## src/rtl/xirq_pkg.sv

```systemverilog
package xirq_pkg;
  // register addresses (layout chosen for this block)
  localparam int unsigned REG_FLAG = 0;
  localparam int unsigned REG_MODE = 1;
  localparam int unsigned REG_POL  = 2;

  // trigger decision for one channel: md=1 edge, md=0 level; pl=1 rising/high
  function automatic logic trig_hit(input logic md, input logic pl,
                                    input logic cur, input logic prv);
    logic res;
    if (md) res = pl ? (cur & ~prv) : (~cur & prv);
    else    res = (cur == pl);
    return res;
  endfunction

  // next flag value: set beats clear
  function automatic logic flag_next(input logic cur_flag, input logic clr,
                                     input logic set);
    return set | (cur_flag & ~clr);
  endfunction
endpackage

```

## src/rtl/xirq_sync.sv

```systemverilog
module xirq_sync #(
  parameter int unsigned WIDTH  = 4,
  parameter int unsigned STAGES = 2
) (
  input  logic             clk,
  input  logic             rst_n,
  input  logic [WIDTH-1:0] async_i,
  output logic [WIDTH-1:0] sync_o
);
  logic [WIDTH-1:0] stg_q [STAGES];

  generate
    for (genvar s = 0; s < STAGES; s++) begin : g_stage
      if (s == 0) begin : g_first
        always_ff @(posedge clk or negedge rst_n) begin
          if (!rst_n) stg_q[0] <= '0;
          else        stg_q[0] <= async_i;
        end
      end else begin : g_next
        always_ff @(posedge clk or negedge rst_n) begin
          if (!rst_n) stg_q[s] <= '0;
          else        stg_q[s] <= stg_q[s-1];
        end
      end
    end
  endgenerate

  assign sync_o = stg_q[STAGES-1];
endmodule

```

## src/rtl/xirq_detect.sv

```systemverilog
module xirq_detect
  import xirq_pkg::*;
#(
  parameter int unsigned WIDTH = 4
) (
  input  logic             clk,
  input  logic             rst_n,
  input  logic [WIDTH-1:0] cur_i,
  input  logic [WIDTH-1:0] mode_i,
  input  logic [WIDTH-1:0] pol_i,
  output logic [WIDTH-1:0] hit_o
);
  logic [WIDTH-1:0] prev_q;

  always_ff @(posedge clk or negedge rst_n) begin
    if (!rst_n) prev_q <= '0;
    else        prev_q <= cur_i;
  end

  generate
    for (genvar c = 0; c < WIDTH; c++) begin : g_ch
      assign hit_o[c] = trig_hit(mode_i[c], pol_i[c], cur_i[c], prev_q[c]);


      edge_needs_change_chk: assert property (@(posedge clk) disable iff (!rst_n)
        (mode_i[c] && hit_o[c]) |-> (cur_i[c] != prev_q[c] && cur_i[c] == pol_i[c]));

      level_needs_match_chk: assert property (@(posedge clk) disable iff (!rst_n)
        (!mode_i[c] && hit_o[c]) |-> (cur_i[c] == pol_i[c]));
    end
  endgenerate
endmodule

```

## src/rtl/xirq_regs.sv

```systemverilog
module xirq_regs
  import xirq_pkg::*;
#(
  parameter int unsigned WIDTH  = 4,
  parameter int unsigned DATA_W = 32,
  parameter int unsigned ADDR_W = 2
) (
  input  logic              clk,
  input  logic              rst_n,
  input  logic              wr_en_i,
  input  logic              rd_en_i,
  input  logic [ADDR_W-1:0] addr_i,
  input  logic [DATA_W-1:0] wr_data_i,
  input  logic [WIDTH-1:0]  hit_i,
  output logic [WIDTH-1:0]  mode_o,
  output logic [WIDTH-1:0]  pol_o,
  output logic [WIDTH-1:0]  flag_o,
  output logic [DATA_W-1:0] rd_data_o
);
  logic [WIDTH-1:0]  mode_q, pol_q, flag_q;
  logic [WIDTH-1:0]  clr_w;
  logic              wr_flag_w, wr_mode_w, wr_pol_w;
  logic [DATA_W-1:0] rd_mux_w;

  assign wr_flag_w = wr_en_i && (addr_i == ADDR_W'(REG_FLAG));
  assign wr_mode_w = wr_en_i && (addr_i == ADDR_W'(REG_MODE));
  assign wr_pol_w  = wr_en_i && (addr_i == ADDR_W'(REG_POL));
  assign clr_w     = wr_flag_w ? wr_data_i[WIDTH-1:0] : '0;

  always_ff @(posedge clk or negedge rst_n) begin
    if (!rst_n) begin
      mode_q <= '0;
      pol_q  <= '0;
    end else begin
      if (wr_mode_w) mode_q <= wr_data_i[WIDTH-1:0];
      if (wr_pol_w)  pol_q  <= wr_data_i[WIDTH-1:0];
    end
  end

  generate
    for (genvar c = 0; c < WIDTH; c++) begin : g_flag
      always_ff @(posedge clk or negedge rst_n) begin
        if (!rst_n) flag_q[c] <= 1'b0;
        else        flag_q[c] <= flag_next(flag_q[c], clr_w[c], hit_i[c]);
      end


      set_wins_chk: assert property (@(posedge clk) disable iff (!rst_n)
        hit_i[c] |=> flag_q[c]);

      clear_takes_chk: assert property (@(posedge clk) disable iff (!rst_n)
        (clr_w[c] && !hit_i[c]) |=> !flag_q[c]);

      flag_sticky_chk: assert property (@(posedge clk) disable iff (!rst_n)
        (flag_q[c] && !clr_w[c]) |=> flag_q[c]);
    end
  endgenerate

  always_comb begin
    rd_mux_w = '0;
    if (addr_i == ADDR_W'(REG_FLAG))      rd_mux_w = DATA_W'(flag_q);
    else if (addr_i == ADDR_W'(REG_MODE)) rd_mux_w = DATA_W'(mode_q);
    else if (addr_i == ADDR_W'(REG_POL))  rd_mux_w = DATA_W'(pol_q);
  end

  always_ff @(posedge clk or negedge rst_n) begin
    if (!rst_n)       rd_data_o <= '0;
    else if (rd_en_i) rd_data_o <= rd_mux_w;
  end


  mode_write_chk: assert property (@(posedge clk) disable iff (!rst_n)
    wr_mode_w |=> mode_q == $past(wr_data_i[WIDTH-1:0]));

  rsvd_zero_chk: assert property (@(posedge clk) disable iff (!rst_n)
    rd_data_o[DATA_W-1:WIDTH] == '0);

  assign mode_o = mode_q;
  assign pol_o  = pol_q;
  assign flag_o = flag_q;
endmodule

```

## src/rtl/xirq_ctrl.sv

```systemverilog
module xirq_ctrl #(
  parameter int unsigned NUM_CH = 4,
  parameter int unsigned DATA_W = 32,
  parameter int unsigned ADDR_W = 2
) (
  input  logic              clk,
  input  logic              rst_n,
  input  logic [NUM_CH-1:0] ext_in_i,
  input  logic              wr_en_i,
  input  logic              rd_en_i,
  input  logic [ADDR_W-1:0] addr_i,
  input  logic [DATA_W-1:0] wr_data_i,
  output logic [DATA_W-1:0] rd_data_o,
  output logic [NUM_CH-1:0] irq_o
);
  localparam int unsigned SYNC_STAGES = 2;

  logic [NUM_CH-1:0] sync_w, hit_w, mode_w, pol_w, flag_w;

  xirq_sync #(.WIDTH(NUM_CH), .STAGES(SYNC_STAGES)) u_sync (
    .clk(clk), .rst_n(rst_n), .async_i(ext_in_i), .sync_o(sync_w)
  );

  xirq_detect #(.WIDTH(NUM_CH)) u_detect (
    .clk(clk), .rst_n(rst_n), .cur_i(sync_w), .mode_i(mode_w),
    .pol_i(pol_w), .hit_o(hit_w)
  );

  xirq_regs #(.WIDTH(NUM_CH), .DATA_W(DATA_W), .ADDR_W(ADDR_W)) u_regs (
    .clk(clk), .rst_n(rst_n), .wr_en_i(wr_en_i), .rd_en_i(rd_en_i),
    .addr_i(addr_i), .wr_data_i(wr_data_i), .hit_i(hit_w),
    .mode_o(mode_w), .pol_o(pol_w), .flag_o(flag_w), .rd_data_o(rd_data_o)
  );

  assign irq_o = flag_w;


  reset_quiet_chk: assert property (@(posedge clk) !rst_n |-> (irq_o == '0 && rd_data_o == '0));
endmodule

```

## config.mk

```make
export PLATFORM = sky130hd
export DESIGN_NAME = xirq_ctrl
export DESIGN_NICKNAME = d
export VERILOG_FILES = /design/src/rtl/xirq_pkg.sv /design/src/rtl/xirq_sync.sv /design/src/rtl/xirq_detect.sv /design/src/rtl/xirq_regs.sv /design/src/rtl/xirq_ctrl.sv
export SDC_FILE = /design/constraint.sdc
export NUM_CORES = 1
export LEC_CHECK = 0
export ABC_CLOCK_PERIOD_IN_PS = 2200
export BUFFER_PORTS_ARGS = -buffer_cell sky130_fd_sc_hd__buf_2
export CORE_UTILIZATION = 40
export CTS_CLUSTER_DIAMETER = 80
export DETAILED_ROUTE_END_ITERATION = 8
export PLACE_DENSITY = 0.75
export SLEW_MARGIN = 20
export SYNTH_ARGS = -nofsm -noshare
export SYNTH_HDL_FRONTEND = slang
export SYNTH_SLANG_ARGS = --single-unit
```

## constraint.sdc

```tcl
create_clock -name clk -period 2.2 [get_ports clk]
set_input_delay 0.44 -clock clk [delete_from_list [all_inputs] [get_ports clk]]
set_output_delay 0.44 -clock clk [all_outputs]
set_load 0.05 [all_outputs]
```

==> impl_metrics.json, run 1 <==
{
  "min_period_over_period": 0.6546,
  "start_kind": "flop",
  "dp_slack_ns": 0.7359,
  "slew-limit-headroom": 0.6030,
  "synth_area_per_cell_um2": 10.48,
  "syn_area_mm2": 0.001289,
  "crit_cells": 1,
  "cts_setup_buffers": 0,
  "cts.sinks": 28,
  "clk_path_buf_depth": 2,
  "overflow": 0,
  "worst_pin_slew_ns": 0.5955,
  "yosysUniqueCellTypes": 20,
  "cp-end-kind": "output port",
  "clock-root-buffer": "clkbuf_4",
  "power_density_mw_per_mm2": 833.8,
  "io_buffers": 21,
  "finalInstanceArea_mm2": 0.001361,
  "ys_seq_elements": 28,
  "min_path_type": "in -> async",
  "hpwl_um": 1502,
  "fmax_ghz": 0.6943,
  "grt_max_degree": 29,
  "grt_pass1_vias": 788,
  "critPathMaxFanout": 3,
  "reg2reg_from": "u_regs.mode_o[0]$_DFFE_PN0P_",
  "hold_viol": 0,
  "num_vias": 823,
  "syn_to_final_growth_pct": 5.631,
  "vias_per_cell": 4.354,
  "timing.final.ws_setup_ns": 0.7598,
  "cellLeakagePower_nw": 0.6599,
  "ant_nets": 0,
  "drt-initial-drc-count": 8,
  "instances_no_fill": 189,
  "num_antenna_cells": 0,
  "drv_cap": 0,
  "r2r_setup_slack_ns": 1.21,
  "worstPathArrival_ns": 1.00,
  "die_area_mm2": 0.003453,
  "fillerInstances": 314,
  "drt_first_pass_iters": 4,
  "h-tree-depth": 1,
  "reg2reg_to": "u_regs.rd_data_o[0]$_DFFE_PN0P_",
  "finalNetCount": 188,
  "peakVddDrop_uv": 426.1,
  "wire_per_inst_um": 10.51,
  "crit_chain": "buf_2",
  "antenna_found_initial": 0,
  "cts_resized": 0,
  "clkTransAtPathRegs_ns": 0.14,
  "crit_start": "u_regs.flag_o[0]$_DFF_PN0_",
  "drv_slew": 0,
  "synth_cells": 123,
  "setup_viol": 0,
  "cp-endpoint": "irq_o[0]",
  "layout-drive-gt1-share": 0.2207,
  "hold_buffers": 0,
  "clk_latency_ns": 0.32,
  "finClkSkew_ns": 0.004320,
  "dp_cells": 185,
  "initial_core_util": 0.4221,
  "grtUsageTotal": 0.1321,
  "critPathKind": "reg -> out",
  "drc": 0,
  "grt_pass1_wl_um": 3381,
  "place_congestion": 0.7395,
  "cts_tree": "yes",
  "rr_worst_depth": 3,
  "die_h_um": 58.76,
  "cp_slowest_stage_delay_ns": 0.41,
  "cpLargestDelayFamily": "flip-flops",
  "cp_slowest_cell": "dfrtp_1",
  "die_width_um": 58.76,
  "setup_tns_ns": 0,
  "cts_made_buffers": 3,
  "placed_cell_area_mm2": 0.001325,
  "rsz0062_at_grt": "no",
  "worst-path-buf-inv": 1,
  "status": "complete, no violations",
  "coreArea_mm2": 0.003053,
  "ios": 78,
  "yosys_warnings": 0,
  "yosysSeqAreaShare": 0.5437,
  "routed_wl_um": 1987,
  "fin_crit_ns": 1.440,
  "row_count": 20,
  "required_ns": 1.76
}
## where the power goes
group / switching (mW) / leakage (nW) / internal [mW] / total (mW)
Clock: 0.138 / 0.0210 / 0.101 / 0.239
Sequential: 0.0393 / 0.323 / 0.566 / 0.605
Combinational: 0.229 / 0.316 / 0.0620 / 0.291
Total: 0.406 / 0.660 / 0.729 / 1.14
## sequential cells by signal, summed over array words and instances, names as in the netlist
signal            flops
u_sync.sync_o         4
u_regs.rd_data_o      4
u_sync.stg_q          4
u_detect.prev_q       4
u_regs.flag_o         4
u_regs.pol_o          4
u_regs.mode_o         4
## worst register-to-register path, delay by kind of cell, from the launching register on
family,cells,cell delay [ns]
AOI/OAI and AO/OA,1,0.15
and+or+nand+nor,1,0.28
muxes,1,0.09
DFF,1,0.41
## cells in the final DEF (no fill, tap or decap)
cell      netlist  routed
nand3_1         4       4
inv_1           4       4
mux2i_1         4       4
clkbuf_8        0       1
conb_1          1      28
dfrtp_1        28      28
or3b_4          1       1
o21ai_0         8       8
or2_2           4       4
buf_2           0      21
a31oi_1         4       4
nand2_1        16      16
o311ai_1        4       4
and2b_2         1       1
o21ai_2         1       1
o21ai_1         3       3
nand3b_1        2       2
clkbuf_4        0       3
nor2b_1         4       4
nor2_1          4       4
## synthesized netlist by cell type
library cell  number  area, µm²
dfrtp_1           28      700.7
nand3_1            4      20.02
o21ai_0            8      40.04
or3b_4             1      11.26
o311ai_1           4      35.03
buf_1              1      3.750
nor2_1             4      15.01
nor2b_1            4      25.02
nand2_1           16      60.06
nand3b_1           2      15.01
conb_1             1      3.750
a31oi_1            4      25.02
or2_2              4      25.02
o21ai_2            1      8.760
buf_4             28      210.2
and2b_2            1      8.760
mux2i_1            4      40.04
buf_6              1      11.26
inv_1              4      15.01
o21ai_1            3      15.01
## worst min-delay path by stage
stage | to | slack (ns)
3_5_place_dp | u_sync.sync_o[2]$_DFF_PN0_ | 0.34
4_1_cts | u_regs.flag_o[1]$_DFF_PN0_ | 0.12
2_1_floorplan | u_detect.prev_q[0]$_DFF_PN0_ | 0.14
5_1_grt | u_regs.flag_o[1]$_DFF_PN0_ | 0.15
6_report | u_regs.flag_o[1]$_DFF_PN0_ | 0.11
3_3_place_gp | u_sync.sync_o[3]$_DFF_PN0_ | 0.33
## cell families after synthesis
group	Yosys count	share of synthesized area
AO/OA/AOI/OAI	20	0.09611
buffers and inverters	34	0.1864
flip-flops	28	0.5437
multiplexers	4	0.03107
other	1	0.002910
AND/OR/NAND/NOR	36	0.1398
## metal layers
layer,up-vias,global-route usage,routed length [µm]
met5,-,0,0
met4,0,0.05102,10
met3,2,0.02857,115
met2,37,0.2240,964
met1,388,0.1645,896
li1,396,-,-
## stage by stage
step | utilization | hold slack, ns | total power, mW
floorplan | - | 0.1444 | 0.8852
global placement | 0.4340 | 0.3334 | 0.8986
detailed placement | 0.4340 | 0.3358 | 0.9079
CTS | 0.4459 | 0.1177 | 1.149
global route | 0.4459 | 0.1473 | 1.196
finish | 0.4459 | 0.1067 | 1.135
## final cells by class
cell class / count / area (µm²) / share of cell area
clock buffers: 4 / 36.28 / 0.02665
inverters: 4 / 15.01 / 0.01103
multi-input cells: 88 / 449.2 / 0.3300
flip-flops and latches: 28 / 700.7 / 0.5147
well taps: 44 / 55.05 / 0.04044
repair buffers: 21 / 105.1 / 0.07721
No activity file was read; power rests on OpenSTA's default activity.
==> run 2: changes to the inputs <==
--- a/config.mk
+++ b/config.mk
@@ -5,7 +5,7 @@
 export SDC_FILE = /design/constraint.sdc
 export NUM_CORES = 1
 export LEC_CHECK = 0
-export ABC_CLOCK_PERIOD_IN_PS = 2200
+export ABC_CLOCK_PERIOD_IN_PS = 1400
 export BUFFER_PORTS_ARGS = -buffer_cell sky130_fd_sc_hd__buf_2
 export CORE_UTILIZATION = 40
 export CTS_CLUSTER_DIAMETER = 80
==> constraint.sdc (replaced) <==
create_clock -name clk -period 1.4 [get_ports clk]
set_input_delay 0.28 -clock clk [delete_from_list [all_inputs] [get_ports clk]]
set_output_delay 0.28 -clock clk [all_outputs]
set_load 0.05 [all_outputs]
==> run 2 against run 1 <==
Compared with the run above: combinational power grew 58%; setup slack worse by 0.64 ns; sequential share of layout area down 0.14 points; largest cell class unchanged; highest routed layer unchanged.
==> impl_metrics.json, run 2 (same netlist as run 1, synthesis figures left out) <==
{
  "status": "complete, no violations",
  "fmax_ghz": 0.7798,
  "p_comb_frac": 0.266,
  "coreArea_mm2": 0.003053,
  "initial_core_util": 0.4221,
  "timing.final.ws_setup_ns": 0.1177,
  "finalNetCount": 190,
  "setup_tns_ns": 0,
  "wire_per_inst_um": 10.64,
  "multiInputGateArea_um2": 449.2,
  "syn_to_final_growth_pct": 5.922,
  "die_h_um": 58.76,
  "clock-root-buffer": "clkbuf_4",
  "layout_common_cells": "conb_1 (28), dfrtp_1 (28), buf_2 (21)",
  "drv_cap": 0,
  "slew-limit-headroom": 0.6039,
  "cp-end-kind": "output port",
  "cellLeakagePower_nw": 0.6617,
  "finalInstanceArea_mm2": 0.001365,
  "power_density_mw_per_mm2": 1263,
  "ant_nets": 0,
  "cp_slowest_stage_delay_ns": 0.41,
  "cpLargestDelayFamily": "flip-flops",
  "seqPwrFrac": 0.554,
  "internal-power_mw": 1.091,
  "die_area_mm2": 0.003453,
  "clk_path_buf_depth": 2,
  "drc": 0,
  "drt_first_pass_iters": 3,
  "crit_chain": "buf_2",
  "hold_buffers": 1,
  "grtUsageTotal": 0.1349,
  "finClkSkew_ns": 0.003576,
  "p_switching_mw": 0.6330,
  "switching_share": 0.3671,
  "cts.sinks": 28,
  "min_period_over_period": 0.9160,
  "worst-path-buf-inv": 1,
  "hpwl_um": 1549,
  "hold_viol": 0,
  "worstPathArrival_ns": 1.00,
  "dp_cells": 186,
  "required_ns": 1.12,
  "worst_pin_slew_ns": 0.5942,
  "cts_tree": "yes",
  "cts_made_buffers": 3,
  "drt-initial-drc-count": 11,
  "clkPwrFrac": 0.180,
  "die_width_um": 58.76,
  "antenna_found_initial": 0,
  "cts_setup_buffers": 0,
  "place_congestion": 0.7358,
  "grt_pass1_vias": 796,
  "cp_slowest_cell": "dfrtp_1",
  "h-tree-depth": 1,
  "placed_cell_area_mm2": 0.001333,
  "instances_no_fill": 190,
  "ios": 78,
  "critPathMaxFanout": 3,
  "ff_latch_area_um2": 700.7,
  "layout-drive-gt1-share": 0.2192,
  "start_kind": "flop",
  "drv_slew": 0,
  "overflow": 0,
  "routed_wl_um": 2021,
  "critPathKind": "reg -> out",
  "io_buffers": 21,
  "num_antenna_cells": 0,
  "fillerInstances": 310,
  "rsz0062_at_grt": "no",
  "num_vias": 844,
  "grt_pass1_wl_um": 3408,
  "row_count": 20,
  "grt_max_degree": 29,
  "peakVddDrop_uv": 497.1,
  "setup_viol": 0,
  "clk_latency_ns": 0.32,
  "vias_per_cell": 4.442,
  "clkTransAtPathRegs_ns": 0.13,
  "dp_slack_ns": 0.1358,
  "cts_resized": 0,
  "fin_crit_ns": 1.282,
  "min_path_type": "in -> reg"
}
[run 2: cell count changes in the layout (fill, tap and decap cells not counted)]
| cell | delta |
|---|---|
| dlygate4sd3_1 | +1 |
| clkbuf_8 | -1 |
| buf_4 | +1 |
[run 2: final cells by class]
cell class                      count  share of cell area
Tap cell                           44             0.04033
Timing Repair Buffer               23             0.08983
Multi-Input combinational cell     88              0.3291
Inverter                            4             0.01100
Sequential cell                    28              0.5133
Clock buffer                        3             0.01650
[run 2: metal layers]
layer	GRT usage	wire [µm]	vias to the layer above
met5	0	0	-
met4	0.06122	36	0
met3	0.02637	103	5
met2	0.2403	1012	40
met1	0.1557	869	399
li1	-	-	400
[run 2: final timing paths]
path,depth (start not counted),slack (ns),end,from
setup / recovery,1,0.12,irq_o[3],u_regs.flag_o[3]$_DFF_PN0_
hold / removal,1,0.06,u_sync.stg_q[4]$_DFF_PN0_,ext_in_i[0]
setup reg to reg,3,0.41,u_regs.rd_data_o[1]$_DFFE_PN0P_,u_regs.mode_o[1]$_DFFE_PN0P_
hold reg to reg,0,0.36,u_sync.sync_o[2]$_DFF_PN0_,u_sync.stg_q[6]$_DFF_PN0_
max in group asynchronous,2,0.53,u_sync.sync_o[2]$_DFF_PN0_,rst_n
min in group asynchronous,2,0.48,u_regs.mode_o[0]$_DFFE_PN0P_,rst_n
[run 2: power by group through the flow]
stage	clock, mW	combinational [mW]	sequential (mW)
6_report	0.310	0.459	0.956
5_1_grt	0.356	0.494	0.970
4_1_cts	0.330	0.461	0.956
3_5_place_dp	0	0.459	0.972
3_3_place_gp	0	0.450	0.965
2_1_floorplan	0	0.339	1.05
[run 2: metrics by stage]
stage	util	power (mW)	hold WS (ns)
after floorplan	-	1.391	-0.01559
after global placement	0.4365	1.414	0.3121
after detailed placement	0.4365	1.431	0.3232
after CTS	0.4471	1.747	0.04200
after global routing	0.4471	1.820	0.02975
final	0.4471	1.724	0.05562
